--- src/rtl/fcmp_pkg.sv ---
package fcmp_pkg;
  localparam int CC_W      = 4;
  localparam int IDX_LESS  = 0;
  localparam int IDX_GREAT = 1;
  localparam int IDX_EQUAL = 2;
  localparam int IDX_UNORD = 3;

  localparam logic [CC_W-1:0] CC_LESS  = 4'b0001;
  localparam logic [CC_W-1:0] CC_GREAT = 4'b0010;
  localparam logic [CC_W-1:0] CC_EQUAL = 4'b0100;
  localparam logic [CC_W-1:0] CC_UNORD = 4'b1000;

  typedef enum logic [1:0] {
    CLS_ZERO   = 2'd0,
    CLS_FINITE = 2'd1,
    CLS_INF    = 2'd2
  } fcmpClass_t;

  typedef struct packed {
    logic load;
  } fcmpStrobe_t;
endpackage

--- src/rtl/fcmp_ctrl.sv ---
module fcmp_ctrl
  import fcmp_pkg::*;
(
  input  logic        clk,
  input  logic        rstN,
  input  logic        inValid,
  output fcmpStrobe_t strobe,
  output logic        outValid
);
  assign strobe.load = inValid;

  always_ff @(posedge clk) begin
    if (!rstN) outValid <= 1'b0;
    else       outValid <= inValid;
  end

  AST_VALID_FOLLOWS: assert property (@(posedge clk) disable iff (!rstN)
    inValid |=> outValid);
  AST_VALID_DROPS: assert property (@(posedge clk) disable iff (!rstN)
    !inValid |=> !outValid);
endmodule

--- src/rtl/fcmp_datapath.sv ---
module fcmp_datapath
  import fcmp_pkg::*;
#(
  parameter int EXP_W = 11,
  parameter int MAN_W = 52
) (
  input  logic                     clk,
  input  logic                     rstN,
  input  fcmpStrobe_t              strobe,
  input  logic [EXP_W+MAN_W:0]     opA,
  input  logic [EXP_W+MAN_W:0]     opB,
  input  logic                     orderedMode,
  input  logic                     invalidEn,
  output logic [CC_W-1:0]          ccOut,
  output logic                     flagSnan,
  output logic                     flagInvCmp
);
  localparam int W     = 1 + EXP_W + MAN_W;
  localparam int MAG_W = W - 1;
  localparam int QBIT  = MAN_W - 1;

  logic [W-1:0]     ops   [2];
  logic [MAG_W-1:0] mag   [2];
  fcmpClass_t       cls   [2];
  logic [1:0]       sgn, isNan, isSnan, isQnan, isZero, isInf;

  assign ops[0] = opA;
  assign ops[1] = opB;

  for (genvar i = 0; i < 2; i++) begin : gClassify
    logic expAllOnes, manNonZero;
    assign expAllOnes = &ops[i][W-2:MAN_W];
    assign manNonZero = |ops[i][MAN_W-1:0];
    assign sgn[i]     = ops[i][W-1];
    assign mag[i]     = ops[i][MAG_W-1:0];
    assign isNan[i]   = expAllOnes & manNonZero;
    assign isQnan[i]  = isNan[i] & ops[i][QBIT];
    assign isSnan[i]  = isNan[i] & ~ops[i][QBIT];
    assign isInf[i]   = expAllOnes & ~manNonZero;
    assign isZero[i]  = ~|ops[i][MAG_W-1:0];
    assign cls[i]     = isZero[i] ? CLS_ZERO : (isInf[i] ? CLS_INF : CLS_FINITE);
  end

  logic [CC_W-1:0] nextCc;
  logic            nextSnan, nextInv;

  // Resolve an ordering found on magnitude or class; negative pairs flip it.
  function automatic logic [CC_W-1:0] orient(input logic aBelow, input logic neg);
    return (aBelow ^ neg) ? CC_LESS : CC_GREAT;
  endfunction

  always_comb begin
    nextCc   = CC_EQUAL;
    nextSnan = 1'b0;
    nextInv  = 1'b0;
    if (|isNan) begin
      nextCc   = CC_UNORD;
      nextSnan = |isSnan;
      nextInv  = orderedMode & (invalidEn | (|isQnan));
    end else if (&isZero) begin
      nextCc = CC_EQUAL;
    end else if (sgn[0] != sgn[1]) begin
      nextCc = sgn[0] ? CC_LESS : CC_GREAT;
    end else if (cls[0] != cls[1]) begin
      nextCc = orient(cls[0] < cls[1], sgn[0]);
    end else if (isInf[0]) begin
      nextCc = CC_EQUAL;
    end else if (mag[0] == mag[1]) begin
      nextCc = CC_EQUAL;
    end else begin
      nextCc = orient(mag[0] < mag[1], sgn[0]);
    end
  end

  always_ff @(posedge clk) begin
    if (!rstN) begin
      ccOut      <= '0;
      flagSnan   <= 1'b0;
      flagInvCmp <= 1'b0;
    end else if (strobe.load) begin
      ccOut      <= nextCc;
      flagSnan   <= nextSnan;
      flagInvCmp <= nextInv;
    end
  end

  AST_CC_ONE_HOT: assert property (@(posedge clk) disable iff (!rstN)
    strobe.load |=> $countones(ccOut) == 1);
  AST_SNAN_UNORD: assert property (@(posedge clk) disable iff (!rstN)
    flagSnan |-> ccOut == CC_UNORD);
  AST_INV_UNORD: assert property (@(posedge clk) disable iff (!rstN)
    flagInvCmp |-> ccOut[IDX_UNORD]);
  AST_UNORD_MODE_NO_INV: assert property (@(posedge clk) disable iff (!rstN)
    (strobe.load && !orderedMode) |=> !flagInvCmp);
  AST_ZEROS_EQUAL: assert property (@(posedge clk) disable iff (!rstN)
    (strobe.load && ~|opA[W-2:0] && ~|opB[W-2:0]) |=> ccOut[IDX_EQUAL]);
  AST_HOLD: assert property (@(posedge clk) disable iff (!rstN)
    !strobe.load |=> ($stable(ccOut) && $stable(flagSnan) && $stable(flagInvCmp)));
endmodule

--- src/rtl/fcmp_unit.sv ---
module fcmp_unit
  import fcmp_pkg::*;
#(
  parameter int EXP_W = 11,
  parameter int MAN_W = 52
) (
  input  logic                 clk,
  input  logic                 rstN,
  input  logic                 inValid,
  input  logic [EXP_W+MAN_W:0] opA,
  input  logic [EXP_W+MAN_W:0] opB,
  input  logic                 orderedMode,
  input  logic                 invalidEn,
  output logic                 outValid,
  output logic [3:0]           ccOut,
  output logic                 flagSnan,
  output logic                 flagInvCmp
);
  fcmpStrobe_t strobe;

  fcmp_ctrl uCtrl (
    .clk      (clk),
    .rstN     (rstN),
    .inValid  (inValid),
    .strobe   (strobe),
    .outValid (outValid)
  );

  fcmp_datapath #(.EXP_W(EXP_W), .MAN_W(MAN_W)) uData (
    .clk         (clk),
    .rstN        (rstN),
    .strobe      (strobe),
    .opA         (opA),
    .opB         (opB),
    .orderedMode (orderedMode),
    .invalidEn   (invalidEn),
    .ccOut       (ccOut),
    .flagSnan    (flagSnan),
    .flagInvCmp  (flagInvCmp)
  );
endmodule

--- config.mk ---
export PLATFORM = sky130hd
export DESIGN_NAME = fcmp_unit
export DESIGN_NICKNAME = d
export VERILOG_FILES = /design/src/rtl/fcmp_pkg.sv /design/src/rtl/fcmp_ctrl.sv /design/src/rtl/fcmp_datapath.sv /design/src/rtl/fcmp_unit.sv
export SDC_FILE = /design/constraint.sdc
export NUM_CORES = 1
export LEC_CHECK = 0
export ABC_AREA = 1
export CORE_UTILIZATION = 43
export CTS_CLUSTER_DIAMETER = 80
export CTS_CLUSTER_SIZE = 8
export DETAILED_ROUTE_END_ITERATION = 7
export GPL_ROUTABILITY_DRIVEN = 1
export HOLD_SLACK_MARGIN = 0.06
export PLACE_DENSITY = 0.87
export SLEW_MARGIN = 20
export SYNTH_ARGS = -nofsm -noshare
export SYNTH_HDL_FRONTEND = slang
export SYNTH_SLANG_ARGS = --single-unit
export TNS_END_PERCENT = 1
--- constraint.sdc ---
create_clock -name clk -period 3.4 [get_ports clk]
set_clock_uncertainty 0.15 [all_clocks]
set_input_delay 0.68 -clock clk [delete_from_list [all_inputs] [get_ports clk]]
set_output_delay 0.68 -clock clk [all_outputs]
set_load 0.03 [all_outputs]
======== Yosys cells after proc, flatten, opt, wreduce, memory -nomap -nowiden ========
Index checks and enable logic that the tools add are counted.
storage, ports and cells
  output and inout bits ................... 7
  bits of input ports ..................... 133
  logic and storage cells ................. 52
  flip-flop bits (word level) ............. 7
cells by class
  order comparisons ....................... 2
  muxes and demuxes ....................... 15
  bitwise logic cells ..................... 16
  equal/unequal tests ..................... 3
  reduce and logical (&&, ||, !) cells .... 12
operators by type and width
  kind                  number
  63-bit OR reduction   2
  52-bit OR reduction   2
  63-bit == test        1
  63-bit < comparator   1
  4-bit two-way mux     6
  11-bit AND reduction  2
  2-bit two-way mux     7
  1-bit AND             9
  2-bit OR reduction    3
  1-bit NOT             4
  1-bit logical NOT     2
  2-bit < comparator    1
  1-bit two-way mux     2
  2-bit != test         1
  2-bit AND reduction   1
  1-bit XOR             2
  1-bit != test         1
  1-bit OR              1

======== Depth between registers and ports, before layout ========
  depth in word-level cells ............... 12
  gate-level depth with buffers ........... 19
  gate-level depth less buffers ........... 19

======== Cells and area by module ========
From an unflattened synthesis, not the netlist that was laid out.
unflattened totals
  cells, all modules ...................... 498
  area, all modules ....................... 2,890.3 µm²
modules (own cells, without submodules)
  module         seq. area each (µm²)  area an instance (µm²)  times used  cells an instance
  fcmp_datapath  120.1                 2,855.2                 1           494
  fcmp_ctrl      20.0                  35.0                    1           4

======== Least setup slack after synthesis ========
Ideal clock, no wire load.
  path kind ............................... input to register
  start ................................... in opA[27]
  end ..................................... reg uData.ccOut[1]
  arrival time ............................ 2.463 ns
  slack ................................... 0.671 ns
  stages on the path ...................... 14
  data required time ...................... 3.134 ns
  setup time .............................. 0.116 ns
  buffers on the path ..................... 0
  cell sequence ........................... nor2_1 > nand4_1 > or2_4 > nor2_8 > nand3_2 > inv_1 > ha_1 > a21oi_1 > nand2_1 > nor3b_1 > or2_2 > o21bai_1 > nand2_1 > a21oi_1
between the ends
  cells in the longest elaborated chain, start to end .. 12
  elaborated cells between the ends (all ways) .. 24
  classes of those cells .................. order compare (2); eq/ne (2); mux (10); bitwise (5); reduce/logical (5)
RTL lines
  what                                                          line                 RTL
  start: declaration                                            fcmp_unit.sv:10      input logic [EXP_W+MAN_W:0] opA,
  branches (longest 11 deep; another with 63-bit < comparator)  -
  4-bit two-way mux *                                           fcmp_datapath.sv:56  if (|isNan) begin
  end signal: assignment                                        fcmp_datapath.sv:81  ccOut <= nextCc;
  end: declaration                                              fcmp_datapath.sv:14  output logic [CC_W-1:0] ccOut,
Every way passes the cells marked *.
A chain may end at the register's enable or synchronous reset.

======== Worst setup path in the final report ========
  start ................................... in opB[1]
  end ..................................... reg uData.ccOut[1]
between the ends
  cells in the longest elaborated chain, start to end .. 12
  elaborated cells between the ends (all ways) .. 24
  classes of those cells .................. order compare (2); eq/ne (2); mux (10); bitwise (5); reduce/logical (5)
RTL lines
  what                                                          line                 RTL
  start: declaration                                            fcmp_unit.sv:11      input logic [EXP_W+MAN_W:0] opB,
  branches (longest 11 deep; another with 63-bit < comparator)  -
  4-bit two-way mux *                                           fcmp_datapath.sv:56
Marks and branches as above.

==> results.json <==
{
  "finalCriticalPeriod_ns": 3.18,
  "pwr-share-clk_pct": 17.3,
  "critical_path_class": "in2reg",
  "grt_pass1_wl_um": 16000,
  "numClockSinks": 7,
  "cts.clk_slew.worst_paths_ns": 0.04,
  "start_util_pct": 45.3,
  "setup_slack_ns": 0.222,
  "coreArea_um2": 6490,
  "failed_checks": "DRC",
  "nNetsFinal": 857,
  "worstPathCellList": "clkdlybuf4s50_1, nor2_1, nand3_1, nor2_1, nand2_1, nor2_1, nand2_2, inv_1, nand2_1, ha_1, a21oi_2, nand2_1, nor3b_1, or2_2, o21bai_1, nand2_1, a21oi_1",
  "fmax_mhz": 315,
  "row_count": 29,
  "track_usage_pct": 26.8,
  "hold_end": "uData.ccOut[2]",
  "yosysWarnings": 0,
  "rr_startpoint": "uData.ccOut[3]",
  "fin_tns_setup_ns": 0,
  "cpPeakStageDelay_ns": 0.44,
  "powerDensity_nw_per_um2": 150,
  "end_kind": "flip-flop",
  "wl_um": 9570,
  "dieArea_um2": 7180,
  "io_pins": 140,
  "slowest_stage": "clkdlybuf4s50_1",
  "ys_ff_latch": 7,
  "first_pass_iters": 7,
  "grt_pass1_vias": 3742,
  "worst_pin_slew_ns": 0.351,
  "place_congestion": 0.931,
  "regArea_um2": 140,
  "dp_hpwl_um": 8620,
  "switching_power_mw": 0.267,
  "ff2ff_path_depth": 2,
  "cts_buffers": 3,
  "fin_crit_sh_pct": 93.5,
  "min-delay-start": "uData.ccOut[2]",
  "clock_path_buffers": 2,
  "cp_max_fo": 3,
  "intPower_mw": 0.411,
  "synth_cell_types": 34,
  "timing.rr.end": "uData.ccOut[3]",
  "maxSlewHeadroom_pct": 76.4,
  "place_ws_ns": 0.0234,
  "mostFrequentLayoutCells": "clkdlybuf4s50_1 (139), nand2_1 (128), inv_1 (80)",
  "ant_nets": 0,
  "worst_ep_arrival_time_ns": 3.15,
  "grt_overflow": 0,
  "rsz0062_at_grt": "false",
  "grt_max_degree": 7,
  "die_w_um": 84.8,
  "area.growth.synth_to_final_pct": 54.0,
  "drt-initial-drc-count": 216,
  "cts_tree": "built",
  "crit_top_cell": "nand2_1",
  "drv_slew": 0,
  "cts.htree.levels": 1,
  "syn_nets": 706,
  "pwr-share-seq_pct": 13.0,
  "die_h_um": 84.8,
  "viasPerCell": 5.23,
  "syn-instance-count": 508,
  "whs_path_depth": 2,
  "swShare_pct": 39.4,
  "antenna_found_initial": 0,
  "r2r_setup_slack_ns": 2.63,
  "multi_input_area_um2": 2390,
  "seq_area_frac_synth_pct": 4.76,
  "setup_viol": 0,
  "status": "finished with violations",
  "clockRootBuffer": "clkbuf_8",
  "nFillCells": 578,
  "cts_setup_buffers": 0,
  "drv_cap": 0,
  "postCtsHoldBufs": 0,
  "port_buffers": 139,
  "synthesis.area_um2": 2950,
  "insertion_delay_ns": 0.23,
  "drc": 11,
  "antenna_cells": 0,
  "required_ns": 3.37,
  "ir_worst_vdd_v": 0.000229,
  "drive_gt1_share_pct": 9.57,
  "combPwrFrac_pct": 69.8,
  "layout_commonest_cell": "clkdlybuf4s50_1",
  "post_cts_resize_count": 0,
  "routed-via-count": 3846,
  "hold_class": "reg2reg",
  "hold_viol_final": 0,
  "start_kind": "input port",
  "syn_area_per_cell_um2": 5.80,
  "p_leak_nw": 2.39,
  "wire_per_inst_um": 13.0
}
[how the worst max path moves through the flow]
stage | startpoint | slack (ns) | to | cells after the start
2_1_floorplan | opA[27] | 0.67 | uData.ccOut[1] | 14
3_5_place_dp | opA[34] | 0.02 | uData.ccOut[1] | 15
5_1_grt | opB[52] | 0.01 | uData.ccOut[1] | 14
6_report | opB[1] | 0.22 | uData.ccOut[1] | 17
4_1_cts | opB[1] | 0.26 | uData.ccOut[1] | 17
3_3_place_gp | opB[52] | 0.07 | uData.ccOut[1] | 15
[cell usage after synthesis]
cell type / count / share of area [%]
nand2_1: 128 / 16
inv_1: 80 / 10
nor2_1: 69 / 8.8
ha_1: 65 / 28
inv_2: 31 / 4.0
nand4_1: 28 / 5.9
a21oi_1: 27 / 4.6
nand3_1: 18 / 3.1
nor3_1: 10 / 1.7
nor4_1: 8 / 1.7
dfxtp_1: 7 / 4.8
a21o_1: 4 / 1.0
nor2_2: 4 / 0.85
o211ai_1: 3 / 0.76
and3_1: 2 / 0.42
nand2_2: 2 / 0.42
nand2_4: 2 / 0.76
nand3_2: 2 / 0.68
nand4_2: 2 / 0.85
o21ai_0: 2 / 0.34
and2_0: 1 / 0.21
inv_4: 1 / 0.21
nand3_4: 1 / 0.59
nand4_4: 1 / 0.72
nor2_4: 1 / 0.38
nor2_8: 1 / 0.68
nor3_2: 1 / 0.34
nor3b_1: 1 / 0.25
nor3b_4: 1 / 0.64
o21ai_1: 1 / 0.17
o21bai_1: 1 / 0.25
o221ai_1: 1 / 0.30
or2_2: 1 / 0.21
or2_4: 1 / 0.30
[area by class of cell]
class | count | share of cell area (%)
well taps | 77 | 2.12
clock buffers | 4 | 0.993
repair buffers | 146 | 31.8
inverters | 112 | 9.33
flip-flops and latches | 7 | 3.09
multi-input cells | 389 | 52.6
[layer usage]
metal	up-vias	wire length, um	global-route usage [%]
met3	18	686	2.65
met2	173	4610	49.7
met1	1706	4110	33.0
li1	1949	-	-
met4	0	159	6.47
met5	-	0	0
[flip-flops by register name (all words and copies together), names as in the netlist]
register	flops
uData.ccOut	4
uData.flagInvCmp	1
uData.flagSnan	1
uCtrl.outValid	1
[critical path, delay by kind of cell]
family | cells | cell delay (ns)
buffers and inverters | 2 | 0.52
AO/OA/AOI/OAI | 3 | 0.38
adder cells (fa/ha/maj) | 1 | 0.30
AND/OR/NAND/NOR | 11 | 1.25
[logic make-up (layout without fill, tap and decap cells)]
family	after synthesis	after routing	synth area share (%)
and+or+nand+nor	285	285	45.8
DFF	7	7	4.76
AOI/OAI and AO/OA	39	39	7.43
buffers and inverters	112	262	14.4
adders and majority gates	65	65	27.6
[metrics by stage]
stage / area, um2 / utilization [%] / instances / power [mW] / hold slack [ns]
2_1_floorplan: 2950 / - / 508 / 0.306 / 0.438
3_3_place_gp: 4490 / 69.1 / 731 / 0.544 / 0.311
3_5_place_dp: 4490 / 69.1 / 731 / 0.557 / 0.311
4_1_cts: 4530 / 69.8 / 735 / 0.681 / 0.317
5_1_grt: 4530 / 69.8 / 735 / 0.744 / 0.344
6_report: 4530 / 69.8 / 735 / 0.678 / 0.317
[power groups by stage]
stage	clock, mW	sequential, mW	combinational, mW
after floorplan	0	0.0960	0.210
after global routing	0.129	0.0881	0.527
after detailed placement	0	0.0891	0.468
after global placement	0	0.0891	0.455
final	0.117	0.0879	0.473
after CTS	0.122	0.0878	0.471
No activity file was read; power rests on OpenSTA's default activity.
